==> src/rtl/pio_pkg.sv <==
package pio_pkg;

  typedef enum logic [1:0] {
    PA_BASIC     = 2'd0,
    PA_STB_IN    = 2'd1,
    PA_STB_OUT   = 2'd2,
    PA_STB_OUT_Z = 2'd3
  } pa_mode_e;

  typedef struct packed {
    logic       bit_op;
    logic       bit_set;
    logic       port_b;
    logic [2:0] bit_idx;
    logic       byte_a;
    logic       byte_b;
    logic       dir_a;
    logic       dir_b;
    logic       mode_wr;
    logic       readable;
  } acc_t;

  function automatic pa_mode_e decode_mode(input logic [2:0] f);
    // f = data bits 7:5
    if (!f[0])      return PA_BASIC;
    else if (!f[1]) return PA_STB_IN;
    else if (!f[2]) return PA_STB_OUT;
    else            return PA_STB_OUT_Z;
  endfunction

endpackage

==> src/rtl/pio_strobe_sync.sv <==
module pio_strobe_sync #(
  parameter int STAGES = 2
) (
  input  logic clk_i,
  input  logic rst_ni,
  input  logic strobe_ni,
  output logic lead_o,
  output logic trail_o
);
  logic [STAGES-1:0] sh_q;
  logic              last_q;

  always_ff @(posedge clk_i or negedge rst_ni) begin
    if (!rst_ni) begin
      sh_q   <= '1;
      last_q <= 1'b1;
    end else begin
      sh_q   <= {sh_q[STAGES-2:0], strobe_ni};
      last_q <= sh_q[STAGES-1];
    end
  end

  assign lead_o  = last_q & ~sh_q[STAGES-1];
  assign trail_o = ~last_q & sh_q[STAGES-1];
endmodule

==> src/rtl/pio_decode.sv <==
module pio_decode
  import pio_pkg::*;
#(
  parameter int AW = 7
) (
  input  logic [AW-1:0] addr_i,
  input  logic          sel_i,
  output acc_t          acc_o
);
  localparam logic [AW-1:0] ADDR_BYTE_A = AW'(7'h20);
  localparam logic [AW-1:0] ADDR_BYTE_B = AW'(7'h21);
  localparam logic [AW-1:0] ADDR_DIR_A  = AW'(7'h22);
  localparam logic [AW-1:0] ADDR_DIR_B  = AW'(7'h23);

  always_comb begin
    acc_o          = '0;
    acc_o.bit_op   = sel_i && (addr_i[6:5] == 2'b00);
    acc_o.bit_set  = addr_i[4];
    acc_o.port_b   = addr_i[3];
    acc_o.bit_idx  = addr_i[2:0];
    acc_o.byte_a   = sel_i && (addr_i == ADDR_BYTE_A);
    acc_o.byte_b   = sel_i && (addr_i == ADDR_BYTE_B);
    acc_o.dir_a    = sel_i && (addr_i == ADDR_DIR_A);
    acc_o.dir_b    = sel_i && (addr_i == ADDR_DIR_B);
    acc_o.mode_wr  = sel_i && addr_i[6];
    acc_o.readable = acc_o.bit_op | acc_o.byte_a | acc_o.byte_b;
  end
endmodule

==> src/rtl/pio_port.sv <==
module pio_port #(
  parameter int W  = 8,
  parameter int BW = $clog2(W)
) (
  input  logic          clk_i,
  input  logic          rst_ni,
  input  logic          byte_we_i,
  input  logic [W-1:0]  byte_d_i,
  input  logic [W-1:0]  keep_i,
  input  logic          bit_we_i,
  input  logic [BW-1:0] bit_idx_i,
  input  logic          bit_set_i,
  input  logic          dir_we_i,
  input  logic          cap_i,
  input  logic [W-1:0]  pin_i,
  output logic [W-1:0]  pin_o,
  output logic [W-1:0]  pin_oe_o,
  output logic [W-1:0]  rd_o
);
  logic [W-1:0] out_q, dir_q, cap_q;

  always_ff @(posedge clk_i or negedge rst_ni) begin
    if (!rst_ni) begin
      out_q <= '0;
      dir_q <= '0;
      cap_q <= '0;
    end else begin
      if (byte_we_i)     out_q <= (out_q & keep_i) | (byte_d_i & ~keep_i);
      else if (bit_we_i) out_q[bit_idx_i] <= bit_set_i;
      if (dir_we_i)      dir_q <= byte_d_i;
      if (cap_i)         cap_q <= pin_i;
    end
  end

  assign pin_o    = out_q;
  assign pin_oe_o = dir_q;
  // outputs read back their latch, inputs their captured pin
  assign rd_o     = (dir_q & out_q) | (~dir_q & cap_q);
endmodule

==> src/rtl/pio_dual_port.sv <==
module pio_dual_port
  import pio_pkg::*;
#(
  parameter int W           = 8,
  parameter int AW          = 7,
  parameter int SYNC_STAGES = 2
) (
  input  logic          clk_i,
  input  logic          rst_ni,
  input  logic          cs0_ni,
  input  logic          cs1_i,
  input  logic          mem_sel_i,
  input  logic [AW-1:0] addr_i,
  input  logic          rd_ni,
  input  logic          wr_ni,
  input  logic [W-1:0]  data_i,
  output logic [W-1:0]  data_o,
  output logic          data_oe_o,
  input  logic [W-1:0]  pa_i,
  output logic [W-1:0]  pa_o,
  output logic [W-1:0]  pa_oe_o,
  input  logic [W-1:0]  pb_i,
  output logic [W-1:0]  pb_o,
  output logic [W-1:0]  pb_oe_o,
  output logic [1:0]    mode_o
);
  localparam int NPORT = 2;
  localparam int BW    = $clog2(W);
  localparam logic [W-1:0] HS_MASK = {2'b11, {(W-2){1'b0}}};

  logic     sel, rd_lead, rd_trail, wr_lead, wr_trail, wr_fire, rd_act_q;
  acc_t     acc;
  pa_mode_e mode_q;
  logic [W-1:0] keep_b;
  logic [W-1:0] pin_in  [NPORT];
  logic [W-1:0] pin_out [NPORT];
  logic [W-1:0] pin_oe  [NPORT];
  logic [W-1:0] rd_val  [NPORT];

  assign sel = ~cs0_ni & cs1_i & ~mem_sel_i;

  pio_strobe_sync #(.STAGES(SYNC_STAGES)) u_rd_sync (
    .clk_i, .rst_ni, .strobe_ni(rd_ni), .lead_o(rd_lead), .trail_o(rd_trail)
  );
  pio_strobe_sync #(.STAGES(SYNC_STAGES)) u_wr_sync (
    .clk_i, .rst_ni, .strobe_ni(wr_ni), .lead_o(wr_lead), .trail_o(wr_trail)
  );

  pio_decode #(.AW(AW)) u_dec (.addr_i, .sel_i(sel), .acc_o(acc));

  assign wr_fire = wr_lead & sel;

  always_ff @(posedge clk_i or negedge rst_ni) begin
    if (!rst_ni)                    mode_q <= PA_BASIC;
    else if (wr_fire & acc.mode_wr) mode_q <= decode_mode(data_i[W-1:W-3]);
  end

  always_ff @(posedge clk_i or negedge rst_ni) begin
    if (!rst_ni)       rd_act_q <= 1'b0;
    else if (rd_lead)  rd_act_q <= 1'b1;
    else if (rd_trail) rd_act_q <= 1'b0;
  end

  // handshake pins of port B are protected in any strobed mode
  assign keep_b = (mode_q != PA_BASIC) ? HS_MASK : '0;

  assign pin_in[0] = pa_i;
  assign pin_in[1] = pb_i;

  for (genvar p = 0; p < NPORT; p++) begin : g_port
    pio_port #(.W(W), .BW(BW)) u_port (
      .clk_i,
      .rst_ni,
      .byte_we_i(wr_fire & ((p == 0) ? acc.byte_a : acc.byte_b)),
      .byte_d_i (data_i),
      .keep_i   ((p == 0) ? '0 : keep_b),
      .bit_we_i (wr_fire & acc.bit_op & (acc.port_b == 1'(p))),
      .bit_idx_i(BW'(acc.bit_idx)),
      .bit_set_i(acc.bit_set),
      .dir_we_i (wr_fire & ((p == 0) ? acc.dir_a : acc.dir_b)),
      .cap_i    (rd_lead & sel),
      .pin_i    (pin_in[p]),
      .pin_o    (pin_out[p]),
      .pin_oe_o (pin_oe[p]),
      .rd_o     (rd_val[p])
    );
  end

  assign pa_o    = pin_out[0];
  assign pa_oe_o = pin_oe[0];
  assign pb_o    = pin_out[1];
  assign pb_oe_o = pin_oe[1];
  assign mode_o  = mode_q;

  always_comb begin
    data_o = '0;
    if (acc.bit_op)      data_o[W-1] = rd_val[acc.port_b][BW'(acc.bit_idx)];
    else if (acc.byte_a) data_o = rd_val[0];
    else if (acc.byte_b) data_o = rd_val[1];
  end

  assign data_oe_o = rd_act_q & acc.readable;
endmodule

==> config.mk <==
export PLATFORM = sky130hd
export DESIGN_NAME = pio_dual_port
export DESIGN_NICKNAME = d
export VERILOG_FILES = /design/src/rtl/pio_pkg.sv /design/src/rtl/pio_strobe_sync.sv /design/src/rtl/pio_decode.sv /design/src/rtl/pio_port.sv /design/src/rtl/pio_dual_port.sv
export SDC_FILE = /design/constraint.sdc
export NUM_CORES = 1
export LEC_CHECK = 0
export BUFFER_PORTS_ARGS = -buffer_cell sky130_fd_sc_hd__buf_2
export CAP_MARGIN = 5
export CORE_ASPECT_RATIO = 1.4
export CORE_MARGIN = 2
export CORE_UTILIZATION = 53
export CTS_CLUSTER_SIZE = 28
export DETAILED_ROUTE_END_ITERATION = 6
export GPL_ROUTABILITY_DRIVEN = 0
export PLACE_DENSITY = 0.87
export SYNTH_ARGS = -nofsm -noshare
export SYNTH_HDL_FRONTEND = slang
export SYNTH_HIERARCHICAL = 1
export SYNTH_SLANG_ARGS = --single-unit
==> constraint.sdc <==
create_clock -name clk_i -period 2.44 [get_ports clk_i]
set_input_delay 0.366 -clock clk_i [delete_from_list [all_inputs] [get_ports clk_i]]
set_output_delay 0.366 -clock clk_i [all_outputs]
set_load 0.1 [all_outputs]
==> impl_metrics.py <==
metrics = {
    "status": {
        "failed_checks": "setup timing",
        "status": "finished, violations left",
    },
    "final_layout": {
        "fillers": 370,
        "post_route_cells_drive_above_1_share_pct": 63.7,
        "multi_input_area_um2": 1730,
        "nNetsFinal": 419,
        "num_antenna_cells": 0,
        "regArea_um2": 1470,
        "utilization_pct": 75.5,
        "syn2layout_area_growth_pct": 39.5,
    },
    "synth": {
        "syn_area_per_cell_um2": 11.9,
        "synthCells": 262,
        "synth_area_um2": 3130,
        "yosysWarnings": 6,
    },
    "routing": {
        "dr_total_vias": 2731,
        "drc": 0,
        "routed_wl_um": 9140,
        "avgViaCountPerCell": 5.99,
        "dr.pass1.iters": 4,
        "drt_iter0_drc": 203,
        "detail_route.wl_per_cell_um": 20.0,
        "ant_nets": 0,
    },
    "grt": {
        "grt_pass1_vias": 2864,
        "grt_start_max_net_pins": 33,
        "grt_use_total_pct": 29.5,
        "antenna_found_initial": 0,
        "grt-ovfl-total": 0,
        "grt_pass1_wl_um": 13700,
    },
    "sta": {
        "final.setup.tns_ps": -28.2,
        "fin_ws_ps": -28.2,
        "rsz0062_at_grt": "true",
        "finalSetupViolCount": 1,
        "period_share_pct": 101,
        "hold_violations": 0,
        "worstMarginPinSlew_ps": 715,
        "period_needed_ps": 2470,
        "skew_ps": 4.58,
        "drv_slew": 0,
        "fmax_mhz": 405,
        "relSlewSlack_pct": 52.3,
    },
    "power_and_ir_drop": {
        "leakagePower_nw": 2.01,
        "ir_worst_vdd_v": 0.000378,
        "p_total_w": 0.00235,
        "power_density_nw_per_um2": 539,
    },
    "floorplanning": {
        "io_pins": 81,
        "rows": 33,
        "initial_core_util_pct": 54.1,
        "dieArea_um2": 6540,
        "die-height_um": 94.9,
        "core_um2": 5780,
        "die_width_um": 68.9,
    },
    "min_path": {
        "hold_path.class": "in -> async",
    },
    "worst_setup_path": {
        "critPathCaptureType": "output port",
        "start_kind": "input port",
        "required_ps": 2070,
        "cp_top_family": "simple AND/OR/NAND/NOR gates",
        "rrSetupSlack_ps": 310,
        "cpMaxStageDelayCell": "or4b_4",
        "rr_startpoint": "u_wr_sync/last_q",
        "r2r_cells": 6,
        "worstPathCellList": "buf_2 > or4b_4 > nor3_4 > buf_6 > buf_4 > a221oi_2 > a221oi_4 > buf_12",
        "cpPeakStageDelay_ps": 560,
        "cp_data_arrival_time_ps": 2100,
        "crit_type": "in -> out",
        "critical_path_peak_fanout": 3,
        "worst-path-buf-inv": 4,
    },
    "clock_tree": {
        "cts.sinks": 57,
        "cts_buffers": 9,
        "clk_latency_ps": 340,
        "postCtsHoldBufs": 0,
        "root_buffer": "clkbuf_8",
        "path_clk_slew_ps": 60,
        "cts_tree": "done",
        "clk_path_buf_depth": 2,
        "htreeDepth": 3,
    },
    "placement": {
        "dpl_worst_slack_ps": -84.0,
        "numPortBuffers": 80,
        "hpwlAfterDp_um": 6560,
    },
    "run": {
        "max-cap-violations": 0,
    },
}
## through the flow
step	std cells	area, µm²	hold slack, ps
2_1_floorplan	279	3320	70.4
3_3_place_gp	439	4070	346
3_5_place_dp	439	4070	347
4_1_cts	456	4320	92.4
5_1_grt	456	4360	116
6_report	456	4360	77.4
## how the worst max path moves through the flow
stage               from        end  slack, ps  cells past startpoint
5_1_grt           cs0_ni  data_o[7]       -100                      9
3_5_place_dp      cs0_ni       flop        -80                     10
4_1_cts           cs0_ni  data_o[7]        -10                      9
6_report       addr_i[3]  data_o[7]        -30                      8
2_1_floorplan  addr_i[4]  data_o[7]       -240                      6
3_3_place_gp      cs0_ni  data_o[7]          6                      9
## cell usage in the layout (no fill, tap or decap), types with 5 or more instances in the layout
cell type	instances
dfstp_2	6
buf_12	12
and2_1	10
a211oi_1	8
nand2_1	9
dfrtp_2	32
buf_6	6
and4bb_2	5
clkbuf_8	11
buf_4	19
dfrtp_1	19
a221o_1	8
conb_1	18
nor2b_1	12
mux2_2	48
buf_2	68
inv_1	20
nand3b_1	7
o211ai_1	6
## worst register-to-register path, stage by stage, from the launching register on
cell	delay (ps)
dfstp_2	510
nor2b_1	110
and4bb_2	330
and3_1	250
or4b_4	530
o211ai_2	170
o221ai_2	110
## metal layers
layer	routed length, µm	GRT usage (%)	share of wire [%]	up-vias
met5	0	0	0	-
met4	466	24.5	5.1	0
met3	650	6.56	7.1	46
met2	4890	49.1	53	135
met1	3140	30.3	34	1354
li1	-	-	-	1196
## report_power, final
| group | switching [W] | internal, W |
|---|---|---|
| combinational | 0.000216 | 0.000186 |
| clock | 0.000369 | 0.000523 |
| sequential | 0.0000364 | 0.00102 |
| total | 0.000622 | 0.00173 |
## what timing repair did
item / in CTS / in global routing
endpoints found under the setup margin: 1 / 6
setup buffers: 1 / 0
resized for setup: 9 / 12
pin swaps: 0 / 3
## cell type report
class,count,area share [%]
clock buffer,11,3.47
timing repair buffer,105,18.1
multi-input combinational,188,39.7
clock inverter,5,1.23
sequential,57,33.8
tap,70,2.01
inverter,20,1.72
Power figures use the tool's default switching activity.
